==> src/rtl/adc_seq_pkg.sv <==
package adc_seq_pkg;

  typedef enum logic [3:0] {
    S_IDLE,
    S_PACE,
    S_WAKE,
    S_GAP,
    S_SAMP,
    S_CONV,
    S_RSET,
    S_RHI,
    S_RLO,
    S_DONE
  } seq_st_e;

  typedef struct packed {
    logic cs_n;
    logic rd_conv;
    logic hben;
  } bus_ctl_t;

  localparam bus_ctl_t CTL_REST = '{cs_n: 1'b1, rd_conv: 1'b0, hben: 1'b0};

  // Control-line levels wanted while the sequencer sits in a given state.
  function automatic bus_ctl_t ctl_for(input seq_st_e s);
    bus_ctl_t c;
    c = CTL_REST;
    case (s)
      S_WAKE, S_SAMP: c.cs_n = 1'b0;
      S_RSET: begin
        c.rd_conv = 1'b1;
        c.hben    = 1'b1;
      end
      S_RHI: begin
        c.cs_n    = 1'b0;
        c.rd_conv = 1'b1;
        c.hben    = 1'b1;
      end
      S_RLO: begin
        c.cs_n    = 1'b0;
        c.rd_conv = 1'b1;
      end
      default: c = CTL_REST;
    endcase
    return c;
  endfunction

endpackage

==> src/rtl/seq_downcnt.sv <==
module seq_downcnt #(
  parameter int W = 16
) (
  input  logic         clk,
  input  logic         rst,
  input  logic         load,
  input  logic [W-1:0] load_val,
  output logic         zero
);
  logic [W-1:0] cnt_q;

  always_ff @(posedge clk) begin
    if (rst)                cnt_q <= '0;
    else if (load)          cnt_q <= load_val;
    else if (cnt_q != '0)   cnt_q <= cnt_q - 1'b1;
  end

  assign zero = (cnt_q == '0);
endmodule

==> src/rtl/rate_pacer.sv <==
module rate_pacer #(
  parameter int W     = 16,
  parameter int MIN_P = 741
) (
  input  logic         clk,
  input  logic         rst,
  input  logic         mark,
  input  logic [W-1:0] cfg_period,
  output logic         ready
);
  localparam logic [W-1:0] MIN_V = W'(MIN_P);

  logic [W-1:0] eff;
  logic [W-1:0] reload;

  always_comb begin
    eff    = (cfg_period < MIN_V) ? MIN_V : cfg_period;
    reload = (eff == '0) ? '0 : eff - 1'b1;
  end

  seq_downcnt #(.W(W)) u_cnt (
    .clk      (clk),
    .rst      (rst),
    .load     (mark),
    .load_val (reload),
    .zero     (ready)
  );
endmodule

==> src/rtl/word_assembler.sv <==
module word_assembler #(
  parameter int BW        = 8,
  parameter bit OFFSET_IN = 1'b1
) (
  input  logic          clk,
  input  logic          rst,
  input  logic [BW-1:0] bus_d,
  input  logic          take_hi,
  input  logic          take_lo,
  output logic [2*BW-1:0] word,
  output logic          valid
);
  localparam int DW = 2 * BW;

  logic [BW-1:0] hi_q;
  logic [DW-1:0] flip;

  generate
    if (OFFSET_IN) begin : g_offset
      assign flip = {1'b1, {(DW-1){1'b0}}};
    end else begin : g_twos
      assign flip = '0;
    end
  endgenerate

  always_ff @(posedge clk) begin
    if (rst) begin
      hi_q  <= '0;
      word  <= '0;
      valid <= 1'b0;
    end else begin
      valid <= 1'b0;
      if (take_hi) hi_q <= bus_d;
      if (take_lo) begin
        word  <= {hi_q, bus_d} ^ flip;
        valid <= 1'b1;
      end
    end
  end
endmodule

==> src/rtl/seq_ctrl.sv <==
module seq_ctrl
  import adc_seq_pkg::*;
#(
  parameter int CW = 16
) (
  input  logic          clk,
  input  logic          rst,
  input  logic          start,
  input  logic [CW-1:0] cfg_settle,
  input  logic [CW-1:0] cfg_cs_high,
  input  logic [CW-1:0] cfg_conv,
  input  logic          pace_ready,
  output logic          mark,
  output logic          take_hi,
  output logic          take_lo,
  output bus_ctl_t      ctl,
  output logic          busy,
  output logic          overrun
);
  seq_st_e       st_q, st_d;
  logic          t_zero;
  logic          t_load;
  logic [CW-1:0] t_val;
  logic [CW-1:0] conv_span;

  function automatic logic [CW-1:0] less_one(input logic [CW-1:0] v);
    return (v == '0) ? '0 : v - 1'b1;
  endfunction

  assign conv_span = (cfg_conv > cfg_cs_high) ? cfg_conv : cfg_cs_high;

  always_comb begin
    st_d = st_q;
    case (st_q)
      S_IDLE: if (start)      st_d = S_PACE;
      S_PACE: if (pace_ready) st_d = S_WAKE;
      S_WAKE: if (t_zero)     st_d = S_GAP;
      S_GAP:  if (t_zero)     st_d = S_SAMP;
      S_SAMP: if (t_zero)     st_d = S_CONV;
      S_CONV: if (t_zero)     st_d = S_RSET;
      S_RSET:                 st_d = S_RHI;
      S_RHI:  if (t_zero)     st_d = S_RLO;
      S_RLO:  if (t_zero)     st_d = S_DONE;
      S_DONE: if (t_zero)     st_d = S_IDLE;
      default:                st_d = S_IDLE;
    endcase
  end

  always_comb begin
    case (st_d)
      S_WAKE, S_SAMP, S_RHI, S_RLO: t_val = less_one(cfg_settle);
      S_GAP, S_DONE:                t_val = less_one(cfg_cs_high);
      S_CONV:                       t_val = less_one(conv_span);
      default:                      t_val = '0;
    endcase
  end

  assign t_load = (st_d != st_q);

  seq_downcnt #(.W(CW)) u_phase (
    .clk      (clk),
    .rst      (rst),
    .load     (t_load),
    .load_val (t_val),
    .zero     (t_zero)
  );

  always_ff @(posedge clk) begin
    if (rst) begin
      st_q    <= S_IDLE;
      ctl     <= CTL_REST;
      overrun <= 1'b0;
    end else begin
      st_q <= st_d;
      ctl  <= ctl_for(st_d);
      if (start && (st_q != S_IDLE)) overrun <= 1'b1;
    end
  end

  assign mark    = (st_d == S_WAKE) && (st_q != S_WAKE);
  assign take_hi = (st_q == S_RHI) && t_zero;
  assign take_lo = (st_q == S_RLO) && t_zero;
  assign busy    = (st_q != S_IDLE);
endmodule

==> src/rtl/adc_rd_seq.sv <==
module adc_rd_seq
  import adc_seq_pkg::*;
#(
  parameter int CLK_HZ    = 100_000_000,
  parameter int MAX_RATE  = 135_000,
  parameter int CW        = 16,
  parameter int BW        = 8,
  parameter bit OFFSET_IN = 1'b1
) (
  input  logic            clk,
  input  logic            rst,
  input  logic            start,
  input  logic [CW-1:0]   cfg_settle,
  input  logic [CW-1:0]   cfg_cs_high,
  input  logic [CW-1:0]   cfg_conv,
  input  logic [CW-1:0]   cfg_period,
  input  logic [BW-1:0]   bus_d,
  output logic            cs_n,
  output logic            rd_conv,
  output logic            hben,
  output logic [2*BW-1:0] res_data,
  output logic            res_valid,
  output logic            busy,
  output logic            overrun
);
  localparam int MIN_PERIOD = (CLK_HZ + MAX_RATE - 1) / MAX_RATE;

  logic     mark, pace_ready, take_hi, take_lo;
  bus_ctl_t ctl;

  rate_pacer #(.W(CW), .MIN_P(MIN_PERIOD)) u_pace (
    .clk        (clk),
    .rst        (rst),
    .mark       (mark),
    .cfg_period (cfg_period),
    .ready      (pace_ready)
  );

  seq_ctrl #(.CW(CW)) u_ctrl (
    .clk         (clk),
    .rst         (rst),
    .start       (start),
    .cfg_settle  (cfg_settle),
    .cfg_cs_high (cfg_cs_high),
    .cfg_conv    (cfg_conv),
    .pace_ready  (pace_ready),
    .mark        (mark),
    .take_hi     (take_hi),
    .take_lo     (take_lo),
    .ctl         (ctl),
    .busy        (busy),
    .overrun     (overrun)
  );

  word_assembler #(.BW(BW), .OFFSET_IN(OFFSET_IN)) u_word (
    .clk     (clk),
    .rst     (rst),
    .bus_d   (bus_d),
    .take_hi (take_hi),
    .take_lo (take_lo),
    .word    (res_data),
    .valid   (res_valid)
  );

  assign cs_n    = ctl.cs_n;
  assign rd_conv = ctl.rd_conv;
  assign hben    = ctl.hben;
endmodule

==> config.mk <==
export PLATFORM = sky130hd
export DESIGN_NAME = adc_rd_seq
export DESIGN_NICKNAME = d
export VERILOG_FILES = /design/src/rtl/adc_seq_pkg.sv /design/src/rtl/seq_downcnt.sv /design/src/rtl/rate_pacer.sv /design/src/rtl/word_assembler.sv /design/src/rtl/seq_ctrl.sv /design/src/rtl/adc_rd_seq.sv
export SDC_FILE = /design/constraint.sdc
export NUM_CORES = 1
export LEC_CHECK = 0
export ABC_CLOCK_PERIOD_IN_PS = 3600
export BUFFER_PORTS_ARGS = -buffer_cell sky130_fd_sc_hd__buf_2
export CORE_MARGIN = 2
export CORE_UTILIZATION = 52
export DETAILED_ROUTE_END_ITERATION = 7
export GPL_ROUTABILITY_DRIVEN = 0
export HOLD_SLACK_MARGIN = 0.08
export PLACE_DENSITY = 0.89
export SLEW_MARGIN = 15
export SYNTH_ARGS = -nofsm -noshare
export SYNTH_HDL_FRONTEND = slang
export SYNTH_HIERARCHICAL = 1
export SYNTH_SLANG_ARGS = --single-unit
==> constraint.sdc <==
create_clock -name clk -period 3.6 [get_ports clk]
set_input_delay 0.54 -clock clk [delete_from_list [all_inputs] [get_ports clk]]
set_output_delay 0.54 -clock clk [all_outputs]
set_load 0.02 [all_outputs]
==> metrics.md, run 1 <==
| Metric | Value |
|---|---|
| Worst-Skew Late Latency | `0.33 ns` |
| Die height | `106 um` |
| Final Util | `63.1%` |
| Final period utilization | `92.7%` |
| Most used standard cell by instance count after synthesis | `nor2_1` |
| Post-synth top area share | `23.9%` |
| Initial Util | `53.1%` |
| Netlist cell types | `70` |
| Fillers | `910` |
| Delay of the slowest cell on the worst path | `0.31 ns` |
| Clock buffer depth | `2` |
| Hold Slack | `0.461 ns` |
| Final cell count without fillers | `956` |
| Post-Synthesis Cells | `704` |
| Setup Fix Bufs, Post-CTS | `0` |
| Critical Path Sink Type | `flop` |
| Slew headroom | `46.5%` |
| Core Rows | `37` |
| First-pass GRT wire length | `22700 um` |
| Setup_tns | `0 ns` |
| Register area share after synthesis | `23.9%` |
| MaxCap Viol Count | `0` |
| I/O pins | `97` |
| Post-synth EDFFs | `0` |
| Worst setup path class | `input pin to flop` |
| Max Slew Vio Count | `0` |
| Placed instance count | `940` |
| Final worst path period need | `3.34 ns` |
| Power Total | `3840 uW` |
| Synth async-reset ratio | `0%` |
| Hold Crit Class | `input pin to flop` |
| WL final | `13500 um` |
| CP required | `3.80 ns` |
| Comb pwr share | `53.1%` |
| Ys Warns | `6` |
| Clock tree root driver cell | `clkbuf_8` |
| H-tree depth | `3` |
| Syn nets | `802` |
| Vias in the first global route | `5211` |
| CP max-delay cell | `ha_1` |
| Post-synth top area cell | `dfxtp_1` |
| Post-synthesis register bit count | `65` |
| Total GRT Usage | `24.0%` |
| Worst vdd ir | `391 uV` |
| DPL Wire Length | `10400 um` |
| # setup viols final | `0` |
| Startpoint type of the worst setup path | `input pin` |
| Avg Cell Area, Syn | `7.72 um^2` |
| Initial DRC count | `346` |
| CTS tree | `done` |
| Status | `finished clean` |
| Cell Pwr Density | `594 mW/mm^2` |
| IO Port Bufs | `96` |
| Synth top cells by count | `nor2_1, nand2_1, dfxtp_1` |
| Critical Path AT | `3.54 ns` |
| Clock transition at path regs | `0.07 ns` |
| Via count | `5433` |
| Synth-to-Final Area Change | `18.8%` |
| Ys flop type | `dfxtp_1` |
| CP max FO | `5` |
| CTS sink count | `65` |
| Nets | `913` |
| RSZ-0062 raised after global routing | `false` |
| DRT antenna net count | `0` |
| # DRC | `0` |
| Antenna Cells | `0` |
| Die ar. | `0.0113 mm^2` |
| Setup Skew | `0.00499 ns` |
| Chip width | `106 um` |
| Remaining Overflow, GRT | `0` |
| Initial antenna violation count | `1` |
| Vias/cell | `5.68` |
| Switching share of power | `42.6%` |
| Cell Area, Synth | `0.00544 mm^2` |
| Worst slew pin tran | `0.800 ns` |
| Core ar. | `0.0102 mm^2` |
| P_int | `2200 uW` |
| Hold Vio Cnt, Final | `0` |
| TritonRoute pass-1 iters | `5` |
| LEAKAGE | `0.00263 uW` |
| Wire per inst | `14.1 um` |
| Clock power frac | `18.1%` |
| Largest net degree at the start of global routing | `31` |
| Layout cells sized above 1 | `21.8%` |
| CTS buffer count | `9` |
| Psw | `1630 uW` |
| F_max | `300 MHz` |
| Worst path cell trace | `buf_2 > inv_1 > ha_1 > nand4_1 > nor3_2 > a21boi_1 > o31a_1 > nor2_1 > a21oi_2 > ha_1 > buf_4 > nand2_1 > nor3_1 > xnor2_1 > o211ai_1 > o221ai_1 > nand2_1 > o21ai_0` |
| Sequential share of power | `28.8%` |
| Top post-synthesis cells by area | `dfxtp_1, xnor2_1, mux2i_1` |
[what timing repair did]
action	4_1_cts	5_1_grt
hold buffers	0	0
resized for setup	0	4
endpoints found under the setup margin	0	5
[final cells by class]
type | count | area [um^2] | area share [%]
Clock buffer | 12 | 155 | 2.40
Clock inverter | 4 | 75.1 | 1.16
Inverter | 31 | 116 | 1.80
Multi-Input combinational cell | 577 | 3880 | 60.1
Sequential cell | 65 | 1300 | 20.2
Tap cell | 136 | 170 | 2.64
Timing Repair Buffer | 131 | 756 | 11.7
[layer usage]
layer / track usage, % / vias to the layer above / share of wire (%) / wire length (um)
met5: 0 / - / 0 / 0
met4: 7.99 / 0 / 2.1 / 280
met2: 43.1 / 170 / 48 / 6500
met3: 3.13 / 21 / 5.8 / 778
met1: 29.5 / 2513 / 44 / 5920
li1: - / 2729 / - / -
[logic make-up (layout without fill, tap and decap cells)]
group                    count (synthesis)  count (layout)  synth area share, %
AO/OA/AOI/OAI                          123             123                 15.9
flip-flops                              65              65                 23.9
buffers and inverters                   62             178                 5.45
multiplexers                            38              38                 7.11
adder cells (fa/ha/maj)                 23              23                 5.29
XOR/XNOR                                77              77                 12.4
AND/OR/NAND/NOR                        316             316                 29.9
[layout by cell type, fill, tap and decap left out, drive strengths merged, types with 3 or more instances in the layout]
cell	n
o31a	7
nand4	12
nor2b	10
nor3b	4
and3	5
dfxtp	65
mux2i	36
ha	23
nand3	21
nor4b	5
a211oi	4
nor2	91
or2	3
inv	31
o211ai	4
a31oi	5
or3	4
xnor2	44
nor3	36
o221ai	12
a22oi	4
nand3b	3
and2	3
buf	131
a21o	4
nor4	15
o22a	3
a221o	3
xor2	33
nand2b	6
nand4b	6
o21ai	37
clkbuf	12
or4	3
nand2	84
a21oi	24
[worst max-delay path, delay by kind of cell]
family	cells	cell delay, ns
compound gates	6	1.04
fa+ha+maj	2	0.58
buf+inv	3	0.32
xor+xnor	1	0.12
simple gates	6	0.94
[stage by stage]
step	cell area (um^2)	setup slack [ns]
detailed placement	6200	-0.121
global placement	6200	0.0574
floorplan	5460	0.00174
global route	6460	0.0342
finish	6460	0.262
CTS	6430	0.211
[flip-flops by register name, indices dropped and copies added, names as in the netlist]
register              flops
u_word/word              16
u_ctrl/ctl                3
u_word/valid              1
u_ctrl/st_q               4
u_ctrl/overrun            1
u_ctrl/u_phase/cnt_q     16
u_pace/u_cnt/cnt_q       16
u_word/hi_q               8
[power by group through the flow]
stage | registers, uW | clock network [uW] | logic [uW]
2_1_floorplan | 1050 | 0 | 1550
3_3_place_gp | 1100 | 0 | 1920
3_5_place_dp | 1110 | 0 | 1960
4_1_cts | 1100 | 705 | 1990
5_1_grt | 1130 | 745 | 2280
6_report | 1100 | 696 | 2040
[worst paths after layout]
check | from | end | slack, ns | cells after the start
max reg2reg | u_ctrl/u_phase/cnt_q[0] | u_ctrl/u_phase/cnt_q[15] | 0.28 | 14
max | cfg_cs_high[15] | u_ctrl/u_phase/cnt_q[8] | 0.26 | 18
min reg2reg | u_word/hi_q[7] | u_word/word[15] | 0.46 | 1
min | bus_d[3] | u_word/hi_q[3] | 0.46 | 3
No activity file was read; power rests on OpenSTA's default activity.
==> inputs of run 2 (changes only) <==
--- a/config.mk
+++ b/config.mk
@@ -16,5 +16,4 @@
 export SLEW_MARGIN = 15
 export SYNTH_ARGS = -nofsm -noshare
 export SYNTH_HDL_FRONTEND = slang
-export SYNTH_HIERARCHICAL = 1
 export SYNTH_SLANG_ARGS = --single-unit
==> metrics.md, run 2 <==
| Metric | Value |
|---|---|
| Chip width | `106 um` |
| Most used standard cell by instance count after synthesis | `nor2_1` |
| Clock tree root driver cell | `clkbuf_8` |
| Final period utilization | `97.3%` |
| Critical Path AT | `3.74 ns` |
| CP required | `3.83 ns` |
| P_int | `1900 uW` |
| Vias in the first global route | `5364` |
| CTS sink count | `65` |
| Clock buffer depth | `2` |
| Clock transition at path regs | `0.07 ns` |
| MaxCap Viol Count | `0` |
| Max Slew Vio Count | `0` |
| First-pass GRT wire length | `23800 um` |
| Hold Crit Class | `input pin to flop` |
| CP max-delay cell | `o31a_1` |
| # setup viols final | `0` |
| Commonest non-fill, non-tap cells in the layout | `buf_2, nor2_1, nand2_1` |
| DPL Wire Length | `11300 um` |
| Post-synth top area share | `24.2%` |
| Initial antenna violation count | `1` |
| Initial DRC count | `504` |
| R2R Path End | `u_ctrl.u_phase.cnt_q[13]` |
| Clock power frac | `18.1%` |
| Netlist cell types | `72` |
| Fillers | `831` |
| Synth async-reset ratio | `0%` |
| # hold bufs at CTS | `0` |
| Die ar. | `0.0112 mm^2` |
| FF+latch area | `0.00130 mm^2` |
| F_max | `285 MHz` |
| Psw | `1390 uW` |
| H-tree depth | `3` |
| RSZ-0062 raised after global routing | `true` |
| TritonRoute pass-1 iters | `5` |
| Status | `finished clean` |
| Worst path cell trace | `buf_8 > inv_4 > ha_4 > nand4_1 > nor2_1 > a2111o_1 > o31a_1 > mux2i_1 > ha_2 > nor3b_4 > nand2_2 > nor3_4 > a41oi_2 > nand2_1 > buf_4 > o221ai_1 > o21a_1` |
| Hold Vio Cnt, Final | `0` |
| Post-Layout Inst Area | `0.00665 mm^2` |
| Top post-synthesis cells by area | `dfxtp_1, xnor2_1, nor2_1` |
| RR Startpoint | `u_pace.u_cnt.cnt_q[0]` |
| Initial Util | `52.8%` |
| WL final | `14900 um` |
| Ys Warns | `0` |
| # DRC | `0` |
| LEAKAGE | `0.00276 uW` |
| Area of the multi-input gates | `0.00397 mm^2` |
| Sequential share of power | `29.3%` |
| Worst-Skew Late Latency | `0.34 ns` |
| Comb pwr share | `52.6%` |
| Core ar. | `0.0102 mm^2` |
| Register area share after synthesis | `24.2%` |
| Antenna Cells | `0` |
| R2R depth | `10` |
| Vias/cell | `6.00` |
| I/O pins | `97` |
| Commonest non-fill, non-tap cell in the layout | `buf_2` |
| Buf/Inv on CP | `3` |
| Remaining Overflow, GRT | `0` |
| Worst slew pin tran | `0.826 ns` |
| Post-route setup slack | `0.0955 ns` |
| Synth-to-Final Area Change | `23.6%` |
| Startpoint type of the worst setup path | `input pin` |
| CP max FO | `6` |
| Avg Cell Area, Syn | `7.75 um^2` |
| Post-Synthesis Cells | `694` |
| Largest regs | `u_ctrl.u_phase.cnt_q (16), u_pace.u_cnt.cnt_q (16), u_word.word (16)` |
| Post-synth top area cell | `dfxtp_1` |
| Nets | `928` |
| Slew headroom | `44.4%` |
| Worst setup path class | `input pin to flop` |
| Syn nets | `793` |
| Worst Min Path Start | `start` |
| Largest net degree at the start of global routing | `44` |
| DRT antenna net count | `0` |
| Post-synthesis register bit count | `65` |
| Worst hold stages | `3` |
| Delay of the slowest cell on the worst path | `0.38 ns` |
| CTS buffer count | `9` |
| Die height | `106 um` |
| Post-synth EDFFs | `0` |
| Worst Hold Path EP | `u_ctrl.overrun` |
| Setup Skew | `0.0142 ns` |
| Critical Path Sink Type | `flop` |
| DP Worst Slack | `-0.372 ns` |
| Synth top cells by count | `nor2_1, nand2_1, dfxtp_1` |
| Ys flop type | `dfxtp_1` |
| Cell Area, Synth | `0.00538 mm^2` |
| CTS tree | `done` |
| Family with the most delay on the worst path | `compound AO/OA/AOI/OAI gates` |
| Via count | `5819` |
| Final worst path period need | `3.50 ns` |
| Cell Pwr Density | `496 mW/mm^2` |
| IO Port Bufs | `96` |
| DP Area | `0.00636 mm^2` |
| Wire per inst | `15.3 um` |
| Worst vdd ir | `273 uV` |
| Core Rows | `37` |
| Reg-to-reg setup timing slack | `0.51 ns` |
| Total GRT Usage | `25.8%` |
| Layout cells sized above 1 | `25.7%` |
| Switching share of power | `42.2%` |
[run 2: changes by cell type after synthesis, moves of 9 or more]
cell     delta
or4_1      +10
nor4_1      +9
o21ai_0    -10
xor2_1     -10
nor2_1     -10
nor3_1      -9
a21oi_1    +23
xnor2_1    +12
mux2i_1    -20
[run 2: how the worst max path moves through the flow]
stage	end	depth (start not counted)	startpoint	slack (ns)
2_1_floorplan	u_ctrl.u_phase.cnt_q[12]	20	cfg_cs_high[12]	-0.28
6_report	u_ctrl.u_phase.cnt_q[1]	17	cfg_cs_high[14]	0.1
3_5_place_dp	u_ctrl.u_phase.cnt_q[12]	17	cfg_cs_high[15]	-0.37
5_1_grt	u_ctrl.u_phase.cnt_q[6]	17	cfg_cs_high[14]	-0.04
4_1_cts	u_ctrl.u_phase.cnt_q[12]	17	cfg_cs_high[15]	0.003
3_3_place_gp	u_ctrl.u_phase.cnt_q[12]	17	cfg_cs_high[14]	-0.23
[run 2: cell families (layout without fill, tap and decap cells)]
family | count (synthesis) | after routing | share of synthesized area, %
simple gates | 298 | 298 | 29.2
buf+inv | 51 | 191 | 4.02
xor+xnor | 79 | 79 | 12.9
flops | 65 | 65 | 24.2
fa+ha+maj | 24 | 24 | 5.58
mux | 16 | 16 | 2.98
compound gates | 161 | 161 | 21.1
[run 2: through the flow]
| stage | TNS, ns | util [%] | power (uW) | instances | hold WS [ns] |
|---|---|---|---|---|---|
| finish | 0 | 65.3 | 3300 | 970 | 0.440 |
| global route | -0.181 | 65.3 | 3510 | 970 | 0.441 |
| CTS | 0 | 64.3 | 3250 | 968 | 0.432 |
| detailed placement | -3.69 | 62.4 | 2650 | 952 | 0.440 |
| global placement | -1.29 | 62.4 | 2610 | 952 | 0.435 |
| floorplan | -2.66 | - | 2290 | 694 | 0.436 |
[run 2: final cells by class]
type | count | area share (%)
Tap cell | 136 | 2.56
Sequential cell | 65 | 19.6
Inverter | 25 | 1.52
Timing Repair Buffer | 150 | 13.8
Multi-Input combinational cell | 578 | 59.7
Clock inverter | 5 | 0.847
Clock buffer | 11 | 1.98
[run 2: routing by layer]
metal	GRT usage, %	routed length (um)	up-vias	part of all wire [%]
li1	-	-	2786	-
met2	45.1	7230	272	49
met5	0	0	-	0
met4	9.21	459	0	3.1
met3	5.26	1040	55	7.0
met1	31.2	6150	2706	41
[run 2: power groups by stage]
stage          clock [uW]  combinational [uW]  sequential (uW)
6_report              595                1730              966
5_1_grt               633                1900              981
4_1_cts               598                1690              960
3_5_place_dp            0                1680              976
3_3_place_gp            0                1640              971
2_1_floorplan           0                1340              948
[run 2: worst min-delay path: stages]
cell and delay, ns:
buf_2 0.09, a21oi_1 0.05, nor2_1 0.07
[run 2: repair_timing]
item                       CTS  global route
gates resized for setup      1            20
setup buffers                0             2
pin swaps                    0             9
setup endpoints to repair    1            16
==> inputs of run 3 (changes only) <==
--- a/config.mk
+++ b/config.mk
@@ -5,14 +5,16 @@
 export SDC_FILE = /design/constraint.sdc
 export NUM_CORES = 1
 export LEC_CHECK = 0
-export ABC_CLOCK_PERIOD_IN_PS = 3600
+export ABC_AREA = 1
 export BUFFER_PORTS_ARGS = -buffer_cell sky130_fd_sc_hd__buf_2
+export CELL_PAD_IN_SITES_DETAIL_PLACEMENT = 0
+export CELL_PAD_IN_SITES_GLOBAL_PLACEMENT = 1
 export CORE_MARGIN = 2
-export CORE_UTILIZATION = 52
+export CORE_UTILIZATION = 36
 export DETAILED_ROUTE_END_ITERATION = 7
 export GPL_ROUTABILITY_DRIVEN = 0
 export HOLD_SLACK_MARGIN = 0.08
-export PLACE_DENSITY = 0.89
+export PLACE_DENSITY = 0.88
 export SLEW_MARGIN = 15
 export SYNTH_ARGS = -nofsm -noshare
 export SYNTH_HDL_FRONTEND = slang
==> metrics.md, run 3 <==
| Metric | Value |
|---|---|
| Crit-path most repeated cell | `nand2_1` |
| I/O pins | `97` |
| # DRC | `0` |
| Hold Crit Class | `flop to flop` |
| Clock buffer depth | `2` |
| Status | `finished clean` |
| Commonest non-fill, non-tap cells in the layout | `nand2_1, nor2_1, inv_1` |
| Startpoint type of the worst setup path | `input pin` |
| Most used standard cell by instance count after synthesis | `nand2_1` |
| Post-Synthesis Cells | `968` |
| Area of the multi-input gates | `0.00412 mm^2` |
| DP Area | `0.00664 mm^2` |
| Worst setup path class | `input pin to flop` |
| Chip width | `133 um` |
| Ys Warns | `0` |
| Total GRT Usage | `18.7%` |
| Core Rows | `47` |
| MaxCap Viol Count | `0` |
| P_int | `2050 uW` |
| Largest net degree at the start of global routing | `25` |
| Setup Skew | `0.00915 ns` |
| Commonest non-fill, non-tap cell in the layout | `nand2_1` |
| Critical path depth in cells | `19` |
| Initial DRC count | `342` |
| CTS buffer count | `9` |
| Setup_tns | `0 ns` |
| Post-synthesis register bit count | `65` |
| DRT antenna net count | `0` |
| # setup viols final | `0` |
| Post-synth top area share | `21.7%` |
| Nets | `1159` |
| RR Startpoint | `u_ctrl.u_phase.cnt_q[0]` |
| Clock transition at path regs | `0.06 ns` |
| CTS sink count | `65` |
| Max Slew Vio Count | `0` |
| Clock power frac | `23.9%` |
| Final period utilization | `82.5%` |
| Die ar. | `0.0177 mm^2` |
| Netlist cell types | `42` |
| Remaining Overflow, GRT | `0` |
| Ys flop type | `dfxtp_1` |
| Worst-Skew Late Latency | `0.33 ns` |
| RSZ-0062 raised after global routing | `false` |
| Post-synth top area cell | `dfxtp_1` |
| CTS tree | `done` |
| Final Util | `42.1%` |
| Synth async-reset ratio | `0%` |
| Register area share after synthesis | `21.7%` |
| LEAKAGE | `0.00334 uW` |
| Comb pwr share | `49.0%` |
| Post-synthesis mux area share | `0%` |
| Reg-to-reg setup timing slack | `0.86 ns` |
| Post-synth EDFFs | `0` |
| Main combinational cell family by area after synthesis | `simple AND/OR/NAND/NOR gates` |
| Switching share of power | `44.4%` |
| Initial antenna violation count | `0` |
| TritonRoute pass-1 iters | `5` |
| Slew headroom | `56.9%` |
| Synth top cells by count | `nand2_1, nor2_1, inv_1` |
| Core ar. | `0.0165 mm^2` |
| H-tree depth | `3` |
| F_max | `337 MHz` |
| Buf/Inv on CP | `3` |
| Wire per inst | `12.6 um` |
| Post-cts gate resize count | `0` |
| Vias in the first global route | `5646` |
| Vias/cell | `4.83` |
| Sequential share of power | `27.1%` |
| Post-synthesis adder-cell area fraction | `5.00%` |
| Setup Fix Bufs, Post-CTS | `0` |
| Power Total | `3690 uW` |
| Final worst path period need | `2.97 ns` |
| Critical Path AT | `3.18 ns` |
| Hold Vio Cnt, Final | `0` |
| Top post-synthesis cells by area | `dfxtp_1, nand2_1, nor2_1` |
| Die height | `133 um` |
| Via count | `6209` |
| Worst slew pin tran | `0.642 ns` |
| Critical Path Sink Type | `flop` |
| Compound-Gate Fraction of Synth Area | `13.2%` |
| Post-Layout Inst Area | `0.00694 mm^2` |
| Syn nets | `1067` |
| WL final | `16200 um` |
| Synth Area in Simple Gates | `43.8%` |
| Avg Cell Area, Syn | `6.20 um^2` |
| Worst setup path start | `cfg_cs_high[10]` |
| Psw | `1640 uW` |
| CP max FO | `15` |
| Synth-to-Final Area Change | `15.5%` |
| CP max-delay cell | `ha_1` |
| XOR/XNOR Fraction of Synth Area | `6.56%` |
| Antenna Cells | `0` |
| Clock tree root driver cell | `clkbuf_16` |
| FF+latch area | `0.00130 mm^2` |
| # hold bufs at CTS | `0` |
| Worst setup endpoint | `u_ctrl.u_phase.cnt_q[7]` |
| Initial Util | `36.5%` |
| Cell Area, Synth | `0.00600 mm^2` |
| Cell Pwr Density | `532 mW/mm^2` |
| First-pass GRT wire length | `27400 um` |
| Delay of the slowest cell on the worst path | `0.30 ns` |
| IO Port Bufs | `96` |
| Fillers | `1816` |
| Family with the most delay on the worst path | `simple AND/OR/NAND/NOR gates` |
| R2R depth | `15` |
| R2R Path End | `u_ctrl.u_phase.cnt_q[4]` |
| Worst path cell trace | `buf_2 > inv_1 > ha_1 > nand4_1 > nor3_2 > nand3_2 > nand2_4 > buf_4 > nand2_1 > nand2_1 > nand2_1 > nor2_1 > nand2_1 > nor2_4 > nor2_4 > nand2_1 > nand3_1 > nand2_1 > a21oi_2` |
| DPL Wire Length | `13000 um` |
| CP required | `3.81 ns` |
| Worst vdd ir | `217 uV` |
| Layout cells sized above 1 | `18.9%` |
| Largest regs | `u_ctrl.u_phase.cnt_q (16), u_pace.u_cnt.cnt_q (16), u_word.word (16)` |
==> run 3: changes by cell type after synthesis, sizes merged, moves of 11 or more <==
cell,previous run,this run
inv,25,106
nor2,84,161
mux2i,16,0
nand3b,5,16
xor2,23,36
nand2,79,262
nand3,16,82
o21ai,30,58
or4,12,0
xnor2,56,9
a21oi,48,63
nor4,22,0
==> run 3: area by class of cell <==
type	instances	area share (%)
clock buffers	9	3.25
clock inverters	7	1.08
inverters	107	5.79
multi-input cells	773	59.4
flip-flops and latches	65	18.8
well taps	220	3.97
repair buffers	104	7.79
==> run 3: worst min path at each step <==
stage | from | end | cells past startpoint
6_report | u_word.hi_q[7] | u_word.word[15] | 1
5_1_grt | bus_d[6] | u_word.word[6] | 3
4_1_cts | bus_d[1] | u_word.word[1] | 3
3_5_place_dp | u_word.hi_q[7] | u_word.word[15] | 1
3_3_place_gp | u_word.hi_q[7] | u_word.word[15] | 1
2_1_floorplan | u_word.hi_q[7] | u_word.word[15] | 1
==> run 3: kinds of logic (layout without fill, tap and decap cells) <==
| logic type | Yosys count | after routing |
|---|---|---|
| XOR/XNOR | 45 | 45 |
| AO/OA/AOI/OAI | 140 | 140 |
| buffers and inverters | 130 | 227 |
| AND/OR/NAND/NOR | 564 | 564 |
| flip-flops | 65 | 65 |
| adder cells (fa/ha/maj) | 24 | 24 |
==> run 3: metrics by stage <==
step	instances	hold slack (ns)	setup WS, ns
6_report	1285	0.436	0.629
5_1_grt	1285	0.450	0.267
4_1_cts	1285	0.435	0.625
3_5_place_dp	1269	0.419	0.284
3_3_place_gp	1269	0.414	0.344
2_1_floorplan	968	0.408	0.685
==> run 3: metal layers <==
| layer | part of all wire [%] | wire (um) | GRT usage (%) |
|---|---|---|---|
| met5 | 0 | 0 | 0 |
| met4 | 1.0 | 166 | 4.73 |
| met3 | 4.7 | 769 | 2.32 |
| met2 | 42 | 6880 | 28.5 |
| met1 | 52 | 8380 | 27.9 |
==> run 3: power groups by stage <==
| stage | logic [uW] | registers [uW] | clock network (uW) |
|---|---|---|---|
| final | 1810 | 999 | 881 |
| after global routing | 2090 | 1020 | 928 |
| after CTS | 1800 | 996 | 898 |
| after detailed placement | 1790 | 1010 | 0 |
| after global placement | 1800 | 1010 | 0 |
| after floorplan | 1460 | 980 | 0 |
